===== src/rtl/exc_pkg.sv =====
package exc_pkg;
  typedef enum logic [2:0] {
    CAUSE_NONE    = 3'd0,
    CAUSE_FETCH   = 3'd1,
    CAUSE_ILLEGAL = 3'd2,
    CAUSE_OVF     = 3'd3,
    CAUSE_DADDR   = 3'd4,
    CAUSE_IRQ     = 3'd5
  } cause_e;

  localparam int NUM_TRACK = 3; // decode, execute, memory holding registers
endpackage


===== src/rtl/exc_stage_reg.sv =====
module exc_stage_reg
  import exc_pkg::*;
#(
  parameter int     PC_W        = 32,
  parameter cause_e RAISE_CAUSE = CAUSE_NONE
) (
  input  logic            clk,
  input  logic            rst_n,
  input  logic            kill_i,
  input  logic            v_i,
  input  logic [PC_W-1:0] pc_i,
  input  logic            exc_i,
  input  cause_e          cause_i,
  input  logic            raise_i,
  output logic            v_o,
  output logic [PC_W-1:0] pc_o,
  output logic            exc_o,
  output cause_e          cause_o
);
  logic            v_q, v_n;
  logic [PC_W-1:0] pc_q;
  logic            exc_q, exc_n;
  cause_e          cause_q, cause_n;
  logic            pc_en;

  always_comb begin
    v_n     = v_i & ~kill_i;
    pc_en   = v_i & ~kill_i;
    exc_n   = v_n & (exc_i | raise_i);
    cause_n = CAUSE_NONE;
    if (v_n) begin
      if (exc_i)        cause_n = cause_i;   // older stage keeps priority
      else if (raise_i) cause_n = RAISE_CAUSE;
    end
  end

  always_ff @(posedge clk or negedge rst_n) begin
    if (!rst_n) begin
      v_q     <= 1'b0;
      exc_q   <= 1'b0;
      cause_q <= CAUSE_NONE;
    end else begin
      v_q     <= v_n;
      exc_q   <= exc_n;
      cause_q <= cause_n;
    end
  end

  always_ff @(posedge clk or negedge rst_n) begin
    if (!rst_n)     pc_q <= '0;
    else if (pc_en) pc_q <= pc_i;
  end

  assign v_o     = v_q;
  assign pc_o    = pc_q;
  assign exc_o   = exc_q;
  assign cause_o = cause_q;
endmodule


===== src/rtl/exc_commit_unit.sv =====
module exc_commit_unit
  import exc_pkg::*;
#(
  parameter int              PC_W       = 32,
  parameter logic [PC_W-1:0] HANDLER_PC = '0
) (
  input  logic            clk,
  input  logic            rst_n,
  input  logic            m_v_i,
  input  logic [PC_W-1:0] m_pc_i,
  input  logic            m_exc_i,
  input  cause_e          m_cause_i,
  input  logic            mem_fault_i,
  input  logic            sret_i,
  input  logic            irq_i,
  output logic            commit_o,
  output logic            flush_o,
  output logic [PC_W-1:0] redirect_pc_o,
  output logic [PC_W-1:0] epc_o,
  output cause_e          cause_o,
  output logic            int_en_o,
  output logic            sup_o
);
  logic            irq_take, sync_take, trap, sret_take;
  logic [PC_W-1:0] epc_q;
  cause_e          cause_q, cause_n;
  logic            int_en_q, int_en_n, sup_q, sup_n;
  logic            status_en;

  always_comb begin
    irq_take  = m_v_i & irq_i & int_en_q;
    sync_take = m_v_i & (m_exc_i | mem_fault_i);
    trap      = irq_take | sync_take;
    sret_take = m_v_i & sret_i & ~trap;
    status_en = trap | sret_take;

    if (irq_take)     cause_n = CAUSE_IRQ;
    else if (m_exc_i) cause_n = m_cause_i;
    else              cause_n = CAUSE_DADDR;

    int_en_n = sret_take;
    sup_n    = trap;

    commit_o      = m_v_i & ~trap;
    flush_o       = status_en;
    redirect_pc_o = trap ? HANDLER_PC : epc_q;
  end

  always_ff @(posedge clk or negedge rst_n) begin
    if (!rst_n) begin
      epc_q   <= '0;
      cause_q <= CAUSE_NONE;
    end else if (trap) begin
      epc_q   <= m_pc_i;
      cause_q <= cause_n;
    end
  end

  always_ff @(posedge clk or negedge rst_n) begin
    if (!rst_n) begin
      int_en_q <= 1'b1;
      sup_q    <= 1'b0;
    end else if (status_en) begin
      int_en_q <= int_en_n;
      sup_q    <= sup_n;
    end
  end

  assign epc_o    = epc_q;
  assign cause_o  = cause_q;
  assign int_en_o = int_en_q;
  assign sup_o    = sup_q;


  trap_enter_chk: assert property (@(posedge clk) disable iff (!rst_n)
    trap |=> (!int_en_q && sup_q && epc_q == $past(m_pc_i)));


  irq_cause_chk: assert property (@(posedge clk) disable iff (!rst_n)
    irq_take |=> (cause_q == CAUSE_IRQ));


  irq_masked_chk: assert property (@(posedge clk) disable iff (!rst_n)
    (m_v_i && irq_i && !int_en_q && !m_exc_i && !mem_fault_i) |-> commit_o);


  sret_exit_chk: assert property (@(posedge clk) disable iff (!rst_n)
    sret_take |=> (int_en_q && !sup_q));
endmodule


===== src/rtl/exc_commit_ctrl.sv =====
module exc_commit_ctrl
  import exc_pkg::*;
#(
  parameter int              PC_W       = 32,
  parameter logic [PC_W-1:0] HANDLER_PC = 32'h0000_0100
) (
  input  logic            clk,
  input  logic            rst_n,
  input  logic            fetch_valid_i,
  input  logic [PC_W-1:0] fetch_pc_i,
  input  logic            fetch_fault_i,
  input  logic            dec_illegal_i,
  input  logic            exe_ovf_i,
  input  logic            mem_fault_i,
  input  logic            mem_sret_i,
  input  logic            irq_i,
  output logic            commit_o,
  output logic            flush_o,
  output logic [PC_W-1:0] redirect_pc_o,
  output logic [PC_W-1:0] epc_o,
  output logic [2:0]      cause_o,
  output logic            int_en_o,
  output logic            sup_o
);
  localparam int LAST = NUM_TRACK;

  logic [LAST:0]           stg_v;
  logic [LAST:0]           stg_exc;
  logic [LAST:0][PC_W-1:0] stg_pc;
  cause_e                  stg_cause [0:LAST];
  logic [LAST-1:0]         raise;
  logic                    flush;
  cause_e                  cause_w;

  assign stg_v[0]     = fetch_valid_i;
  assign stg_pc[0]    = fetch_pc_i;
  assign stg_exc[0]   = 1'b0;
  assign stg_cause[0] = CAUSE_NONE;
  assign raise        = {exe_ovf_i, dec_illegal_i, fetch_fault_i};

  for (genvar i = 1; i <= LAST; i++) begin : g_stage
    exc_stage_reg #(
      .PC_W        (PC_W),
      .RAISE_CAUSE (cause_e'(3'(i)))
    ) u_stage (
      .clk     (clk),
      .rst_n   (rst_n),
      .kill_i  (flush),
      .v_i     (stg_v[i-1]),
      .pc_i    (stg_pc[i-1]),
      .exc_i   (stg_exc[i-1]),
      .cause_i (stg_cause[i-1]),
      .raise_i (raise[i-1]),
      .v_o     (stg_v[i]),
      .pc_o    (stg_pc[i]),
      .exc_o   (stg_exc[i]),
      .cause_o (stg_cause[i])
    );
  end

  exc_commit_unit #(
    .PC_W       (PC_W),
    .HANDLER_PC (HANDLER_PC)
  ) u_commit (
    .clk           (clk),
    .rst_n         (rst_n),
    .m_v_i         (stg_v[LAST]),
    .m_pc_i        (stg_pc[LAST]),
    .m_exc_i       (stg_exc[LAST]),
    .m_cause_i     (stg_cause[LAST]),
    .mem_fault_i   (mem_fault_i),
    .sret_i        (mem_sret_i),
    .irq_i         (irq_i),
    .commit_o      (commit_o),
    .flush_o       (flush),
    .redirect_pc_o (redirect_pc_o),
    .epc_o         (epc_o),
    .cause_o       (cause_w),
    .int_en_o      (int_en_o),
    .sup_o         (sup_o)
  );

  assign flush_o = flush;
  assign cause_o = cause_w;


  flush_kill_chk: assert property (@(posedge clk) disable iff (!rst_n)
    flush |=> (stg_v[LAST:1] == '0));


  bubble_no_trap_chk: assert property (@(posedge clk) disable iff (!rst_n)
    !stg_v[LAST] |-> (!flush && !commit_o));
endmodule


===== config.mk =====
export PLATFORM = sky130hd
export DESIGN_NAME = exc_commit_ctrl
export DESIGN_NICKNAME = d
export VERILOG_FILES = /design/src/rtl/exc_pkg.sv /design/src/rtl/exc_stage_reg.sv /design/src/rtl/exc_commit_unit.sv /design/src/rtl/exc_commit_ctrl.sv
export SDC_FILE = /design/constraint.sdc
export NUM_CORES = 1
export LEC_CHECK = 0
export BUFFER_PORTS_ARGS = -buffer_cell sky130_fd_sc_hd__clkbuf_2
export CAP_MARGIN = 0
export CELL_PAD_IN_SITES_DETAIL_PLACEMENT = 1
export CELL_PAD_IN_SITES_GLOBAL_PLACEMENT = 1
export CORE_ASPECT_RATIO = 1.25
export CORE_MARGIN = 4
export CORE_UTILIZATION = 45
export DETAILED_ROUTE_END_ITERATION = 16
export PLACE_DENSITY_LB_ADDON = 0.1
export SLEW_MARGIN = 10
export SYNTH_ARGS = -nofsm -noshare
export SYNTH_HDL_FRONTEND = slang
export SYNTH_SLANG_ARGS = --single-unit

===== constraint.sdc =====
create_clock -name clk -period 2.1 [get_ports clk]
set_clock_uncertainty 0.2 [all_clocks]
set_input_delay 0.105 -clock clk [delete_from_list [all_inputs] [get_ports clk]]
set_output_delay 0.105 -clock clk [all_outputs]
set_load 0.01 [all_outputs]

==> results.md, run 1 <==
- Status: complete, but fails checks
- Failing checks: hold timing
- Share of layout cells above drive strength 1: a little over half
- P&R area growth vs syn: 31.3%
- Netlist cell types: 28
- Switching Fraction: between 30% and 40%
- Total Power: 13.1 mW
- Clk Latency, worst-skew pair: around 0.41 ns
- Post-route setup slack: between 0.015 and 0.02 ns
- Crit Path Max Fanout: 22
- Row cnt: 46
- Placer congestion estimate: about 0.73
- Largest net degree at the start of global routing: 54
- R2R Setup Slk: 0.02 ns
- Syn nets: ~400
- WL met2: about 7200 um
- Placed inst area: 6750 um^2
- Synthesized instance count: between 300 and 400
- Lkg Pwr: between 3 and 4 nW
- Final setup fails: 0
- WL/cell: 18.5 um
- Comb power frac: roughly two fifths
- Max-cap viol count: 0
- ANT nets after route: 0
- Worst slack at placement: between 0.15 and 0.2 ns
- Worst-Margin Slew: roughly 0.47 ns
- Crit. End Element: register
- Diodes inserted: 0
- Layout Nets: about 570
- Die area: around 15000 um^2
- Crit Reg-Reg Endpoint: g_stage[2].u_stage.pc_o[2]
- Global-route wire length before repair: 20900 um
- Vias in the first global route: 3909
- Yosys warns: 0
- Io pins: roughly 110
- Setup TNS: 0 ns
- Initial antenna violation count: 0
- DRT Wirelength: between 10000 and 15000 um
- Final period utilization: between 90 and 100%
- Peak VDD IR: between 0.7 and 0.8 mV
- Clk pwr share: 22.4%
- IO Port Bufs: approximately 110
- F_max: around 480 MHz
- Total GRT Usage: between 15 and 20%
- Final Hold Viols: 4
- Chip width: between 100 and 150 um
- Startpoint types: register
- Chip Height: 137 um
- CP endpoint: g_stage[2].u_stage.pc_o[2]
- Reg2Reg Launch Point: g_stage[3].u_stage.exc_o
- Via count: ~3500
- Post-DP HPWL: about 7900 um
- Hold WC Path Type: in -> async
- Crit path launch: g_stage[3].u_stage.exc_o
- Slew headroom: between 60% and 70%
- Clock Tree Root: clkbuf_16
- Num CTS Buffers: 17
- Drt pass-1 iters: 4
- Post-synthesis mux area share: between 20 and 30%
- Initial Utilization: 46.5%
- CTS sink cnt: 143
- Synth Area in XOR/XNOR: 0%
- Largest family of logic cells by synthesized area: multiplexers
- CTS H-tree depth: 4
- Crit path arrival time: between 2 and 2.5 ns
- DRC violations left: 0
- Required time worst endpoint: 2.20 ns
- RSZ-0062 raised after global routing: true
- Compound-cell area share of the yosys netlist: 2.34%
- P_int: 9.08 mW
- Synth Area in Adders: 0%
- Vias per cell: 4.90
- Yosys reg bits: approximately 140
- Core ar.: between 10000 and 15000 um^2
- CTS tree: built
- Finished Cell Area: 7870 um^2
- Met3 WL: 437 um
- Crit path time final: ~2.1 ns
- Initial DRC Count: 90
- Length in cells of the worst reg-to-reg path: 5
- Final design utilization: between 60% and 70%
- Synthesized area per cell: 16.6 um^2
- Pwr Density: roughly 1700 nW/um^2
- Grt ovf: 0
- Worst Path Class, Setup: reg -> reg
- Reg clk slew, reported paths: 0.06 ns
- Highest metal used: met4
- Switching power: between 4 and 5 mW
- Register area share after synthesis: 59.7%
- Slew Limit Fails: 0
- Register share of total power: roughly 38%
- Mapped cell area: approximately 6000 um^2
- Max Root-Sink Buffers: 2
- Met1 Wirelength: 5390 um
- Worst hold slack: -0.00737 ns
- Simple-gate portion of the synthesized area: approximately 5.1%
-- per-layer routing --
metal  up-vias  track usage, %
met5         -               0
met4         0            5.75
met3        13            4.29
met2        72            30.6
met1      1815            21.4
li1       1595               -
-- through the flow --
stage          instances  hold WS, ns
2_1_floorplan        361       -0.391
3_3_place_gp         634       -0.127
3_5_place_dp         634       -0.122
4_1_cts              708      0.00250
5_1_grt              713       0.0392
6_report             713     -0.00737
-- logic make-up (layout without fill, tap and decap cells) --
family,after synthesis,in the layout
muxes,128,128
buffers and inverters,21,205
and+or+nand+nor,53,53
AOI/OAI and AO/OA,16,16
DFF,143,143
-- power groups by stage --
| stage | registers [mW] | logic [mW] | clock network (mW) |
|---|---|---|---|
| detailed placement | 4.98 | 4.92 | 0 |
| global placement | 4.88 | 4.78 | 0 |
| CTS | 4.95 | 5.13 | 3.01 |
| floorplan | 4.86 | 3.57 | 0 |
| global route | 5.14 | 5.62 | 3.17 |
| finish | 4.92 | 5.25 | 2.94 |
-- synth_stat cells --
cell type / count / area share, %
buf_12: 6 / 2.0
mux2_2: 48 / 9.0
dfstp_2: 1 / 0.44
clkbuf_1: 3 / 0.19
a31oi_4: 1 / 0.35
nand2_1: 7 / 0.44
mux2_4: 80 / 20
nor2_1: 5 / 0.31
a22o_1: 2 / 0.29
and2_1: 33 / 3.4
a21o_2: 1 / 0.15
nand2b_1: 1 / 0.10
o21ai_0: 1 / 0.083
inv_1: 2 / 0.13
a211o_2: 1 / 0.17
a21boi_0: 1 / 0.13
dfrtp_1: 142 / 59
a211oi_4: 1 / 0.33
and3_1: 1 / 0.10
buf_2: 3 / 0.25
buf_4: 2 / 0.25
a21oi_1: 5 / 0.42
buf_6: 5 / 0.94
and3b_1: 1 / 0.15
nor2b_1: 4 / 0.42
o21a_1: 1 / 0.13
a31o_1: 2 / 0.29
and2_2: 1 / 0.13
-- layout make-up --
cell class,count,area [um^2]
clock buffers,20,447
clock inverters,12,134
fillers,1246,5030
inverters,2,7.51
multi-input cells,197,2210
flip-flops and latches,143,3580
well taps,168,210
repair buffers,171,1270
-- state kept, by name, summed over array words and instances, names as in the netlist --
signal / count
g_stage.u_stage.cause_o: 5
u_commit.sup_o: 1
u_commit.cause_o: 3
u_commit.int_en_o: 1
g_stage.u_stage.v_o: 3
u_commit.epc_o: 32
g_stage.u_stage.exc_o: 2
g_stage.u_stage.pc_o: 96
-- critical path, stage by stage (launching register included) --
cell,delay (ns)
dfrtp_2,0.43
buf_4,0.15
a211oi_4,0.33
a31o_2,0.28
buf_12,0.21
mux2_2,0.35
-- worst min path at each step --
stage,startpoint,endpoint,slack [ns],cells after the start
6_report,rst_n,u_commit.cause_o[1],-0.007,2
2_1_floorplan,rst_n,g_stage[1].u_stage.cause_o[0],-0.39,0
4_1_cts,rst_n,u_commit.cause_o[1],0.003,2
3_3_place_gp,rst_n,u_commit.cause_o[1],-0.13,1
3_5_place_dp,rst_n,u_commit.cause_o[1],-0.12,1
5_1_grt,rst_n,u_commit.cause_o[1],0.04,2
-- cell usage in the layout (no fill, tap or decap), drive strengths merged --
cell,n
a31o,2
a31oi,1
and2,34
bufinv,2
dfstp,1
inv,5
a22o,2
and3,1
dfrtp,142
a21oi,5
o21ai,1
clkbuf,131
mux2,128
bufbuf,1
clkinv,5
a21boi,1
nor2,5
and3b,1
buf,19
clkinvlp,2
nand2,7
dlygate4sd3,40
nor2b,4
a21o,1
a211oi,1
o21a,1
a211o,1
nand2b,1
-- repair_timing --
item / in CTS / in global routing
endpoints found under the hold margin: 185 / 0
setup endpoints to repair: 18 / 22
gates resized for setup: 2 / 2
setup buffers: 1 / 4
hold buffers: 40 / 0
gates cloned: 1 / 2
pin swaps: 1 / 1
Note: power is estimated with default switching activity, not from simulation.
==> run 2: changes to the inputs <==
--- a/config.mk
+++ b/config.mk
@@ -11,7 +11,7 @@
 export CELL_PAD_IN_SITES_GLOBAL_PLACEMENT = 1
 export CORE_ASPECT_RATIO = 1.25
 export CORE_MARGIN = 4
-export CORE_UTILIZATION = 45
+export CORE_UTILIZATION = 46
 export DETAILED_ROUTE_END_ITERATION = 16
 export PLACE_DENSITY_LB_ADDON = 0.1
 export SLEW_MARGIN = 10
==> run 2 against run 1 <==
Compared with the run above:
- utilization grew 0.54 points
- clock-buffer cell count is the same
- non-clock buffer count down 4
- die area shrank 2.0%
- the run now ends clean
- worst hold slack better by 0.060 ns
- register-to-register slack better by 0.13 ns
- sequential power barely moved
- critical path depth unchanged
==> results.md, run 2 (synthesized netlist as in run 1, its figures left out) <==
- Fillers: around 1200
- Layout Nets: around 570
- Peak VDD IR: between 0.7 and 0.8 mV
- CP peak stage delay: about 0.60 ns
- Total GRT Usage: a little under a fifth
- WL/cell: 17.5 um
- Crit Path Max Fanout: 19
- Max Root-Sink Buffers: 2
- Reg clk slew, reported paths: ~0.060 ns
- CP Cell Sequence: a211o_4, nand2_4, buf_12, and2_1, clkbuf_2
- Clock Tree Root: clkbuf_16
- Chip width: around 110 um
- F_max: 496 MHz
- Max reg flops: 96
- Via count: approximately 3500
- Max-cap viol count: 0
- Kind of cell adding the most delay to the critical path: flip-flops
- Grt ovf: 0
- Pwr Density: ~1700 nW/um^2
- P_int: roughly 9 mW
- Most frequent cells in the layout: 141 x dfrtp_1, 110 x clkbuf_2, 80 x mux2_4, 48 x mux2_2, 40 x dlygate4sd3_1
- Crit. End Element: primary output
- CTS H-tree depth: 4
- Post-route insts no fill: between 700 and 800
- Diodes inserted: 0
- Placer congestion estimate: between 0.7 and 0.8
- Crit path arrival time: ~1.7 ns
- Setup TNS: 0 ns
- Multi-input gate area: between 2000 and 2500 um^2
- Final period utilization: roughly 96%
- RSZ-0062 raised after global routing: false
- Final Hold Viols: 0
- Worst-Margin Slew: 0.566 ns
- Initial DRC Count: 50
- Initial antenna violation count: 0
- Chip Height: roughly 140 um
- Initial Utilization: between 40% and 50%
- Worst Path Class, Setup: reg -> out
- Slew headroom: 62.3%
- P&R area growth vs syn: 30.7%
- Comb power frac: slightly below 40%
- ANT nets after route: 0
- Slew Limit Fails: 0
- IO Port Bufs: between 100 and 150
- CTS tree: built
- Dpl cells: approximately 630
- Io pins: between 100 and 150
- DRC violations left: 0
- Sequential Area: roughly 3600 um^2
- Global-route wire length before repair: approximately 21000 um
- Final setup fails: 0
- Most common cell after layout, fill and taps aside: dfrtp_1
- Clk pwr share: between 20% and 30%
- Worst path buffer plus inverter count: 2
- Required time worst endpoint: 1.79 ns
- Num CTS Buffers: 17
- Register share of total power: a little under two fifths
- Total Power: approximately 13 mW
- Status: finished clean
- Switching Fraction: a little under a third
- Vias in the first global route: around 3900
- Share of layout cells above drive strength 1: a little over half
- Vias per cell: just under 5
- R2R Setup Slk: ~0.15 ns
- Lkg Pwr: 3.82 nW
- Hold WC Path Type: in -> async
- Slowest CP cell: dfstp_2
- Switching power: ~4 mW
- Worst hold slack: 0.0526 ns
- Crit path time final: just over 2 ns
- Startpoint types: register
- Die area: roughly 15000 um^2
- Largest net degree at the start of global routing: approximately 60
- DRT Wirelength: between 10000 and 15000 um
- Post-DP HPWL: between 7000 and 8000 um
- Row cnt: 46
- CTS sink cnt: about 140
- Clk Latency, worst-skew pair: between 0.4 and 0.5 ns
- Drt pass-1 iters: 4
- Core ar.: 12700 um^2
## run 2: changes by cell type in the layout (fill, tap and decap cells not counted), sizes merged
cell,delta
inv,-1
buf,-4
clkbuf,-1
bufbuf,+1
clkinvlp,+1
## run 2: path summary, 6_finish.rpt
path	startpoint	end	depth (start not counted)
min reg2reg	g_stage[3].u_stage.cause_o[1]	u_commit.cause_o[1]	1
min	rst_n	u_commit.cause_o[1]	2
max in group asynchronous	rst_n	g_stage[2].u_stage.pc_o[18]	3
max	u_commit.int_en_o	redirect_pc_o[10]	5
min in group clk	fetch_valid_i	g_stage[1].u_stage.v_o	3
max reg2reg	u_commit.int_en_o	g_stage[1].u_stage.pc_o[8]	4
## run 2: metal layers
metal,wire [um],up-vias,GRT usage [%]
met1,5230,1789,23.0
met5,0,-,0
li1,-,1587,-
met4,124,0,4.85
met3,482,12,5.25
met2,6560,71,30.5
## run 2: what timing repair did
action                                  in CTS  in global routing
hold buffers                                40                  0
setup buffers                                0                  2
hold endpoints to repair                   185                  0
pin swaps                                    0                  1
cloned                                       2                  0
endpoints found under the setup margin      17                 31
gates resized for setup                      2                  1
## run 2: power by group through the flow
stage	registers, mW	clock network [mW]	logic (mW)
CTS	4.96	3.00	5.20
global placement	4.88	0	4.80
floorplan	4.86	0	3.57
finish	4.93	2.92	5.13
detailed placement	4.97	0	4.93
global route	5.13	3.15	5.54
## run 2: layout make-up
cell class | instances | area share (%)
well taps | 168 | 2.68
inverters | 2 | 0.0959
clock buffers | 20 | 5.71
repair buffers | 167 | 15.9
multi-input cells | 197 | 28.1
clock inverters | 12 | 1.74
flip-flops and latches | 143 | 45.7
## run 2: per-stage QoR
stage          instance area [um^2]  worst slack (ns)  util, %
6_report                       7830            0.0844     61.5
3_5_place_dp                   6750             0.200     53.1
4_1_cts                        7810           0.00539     61.4
2_1_floorplan                  5990             0.246        -
3_3_place_gp                   6750             0.229     53.1
5_1_grt                        7830           0.00319     61.5
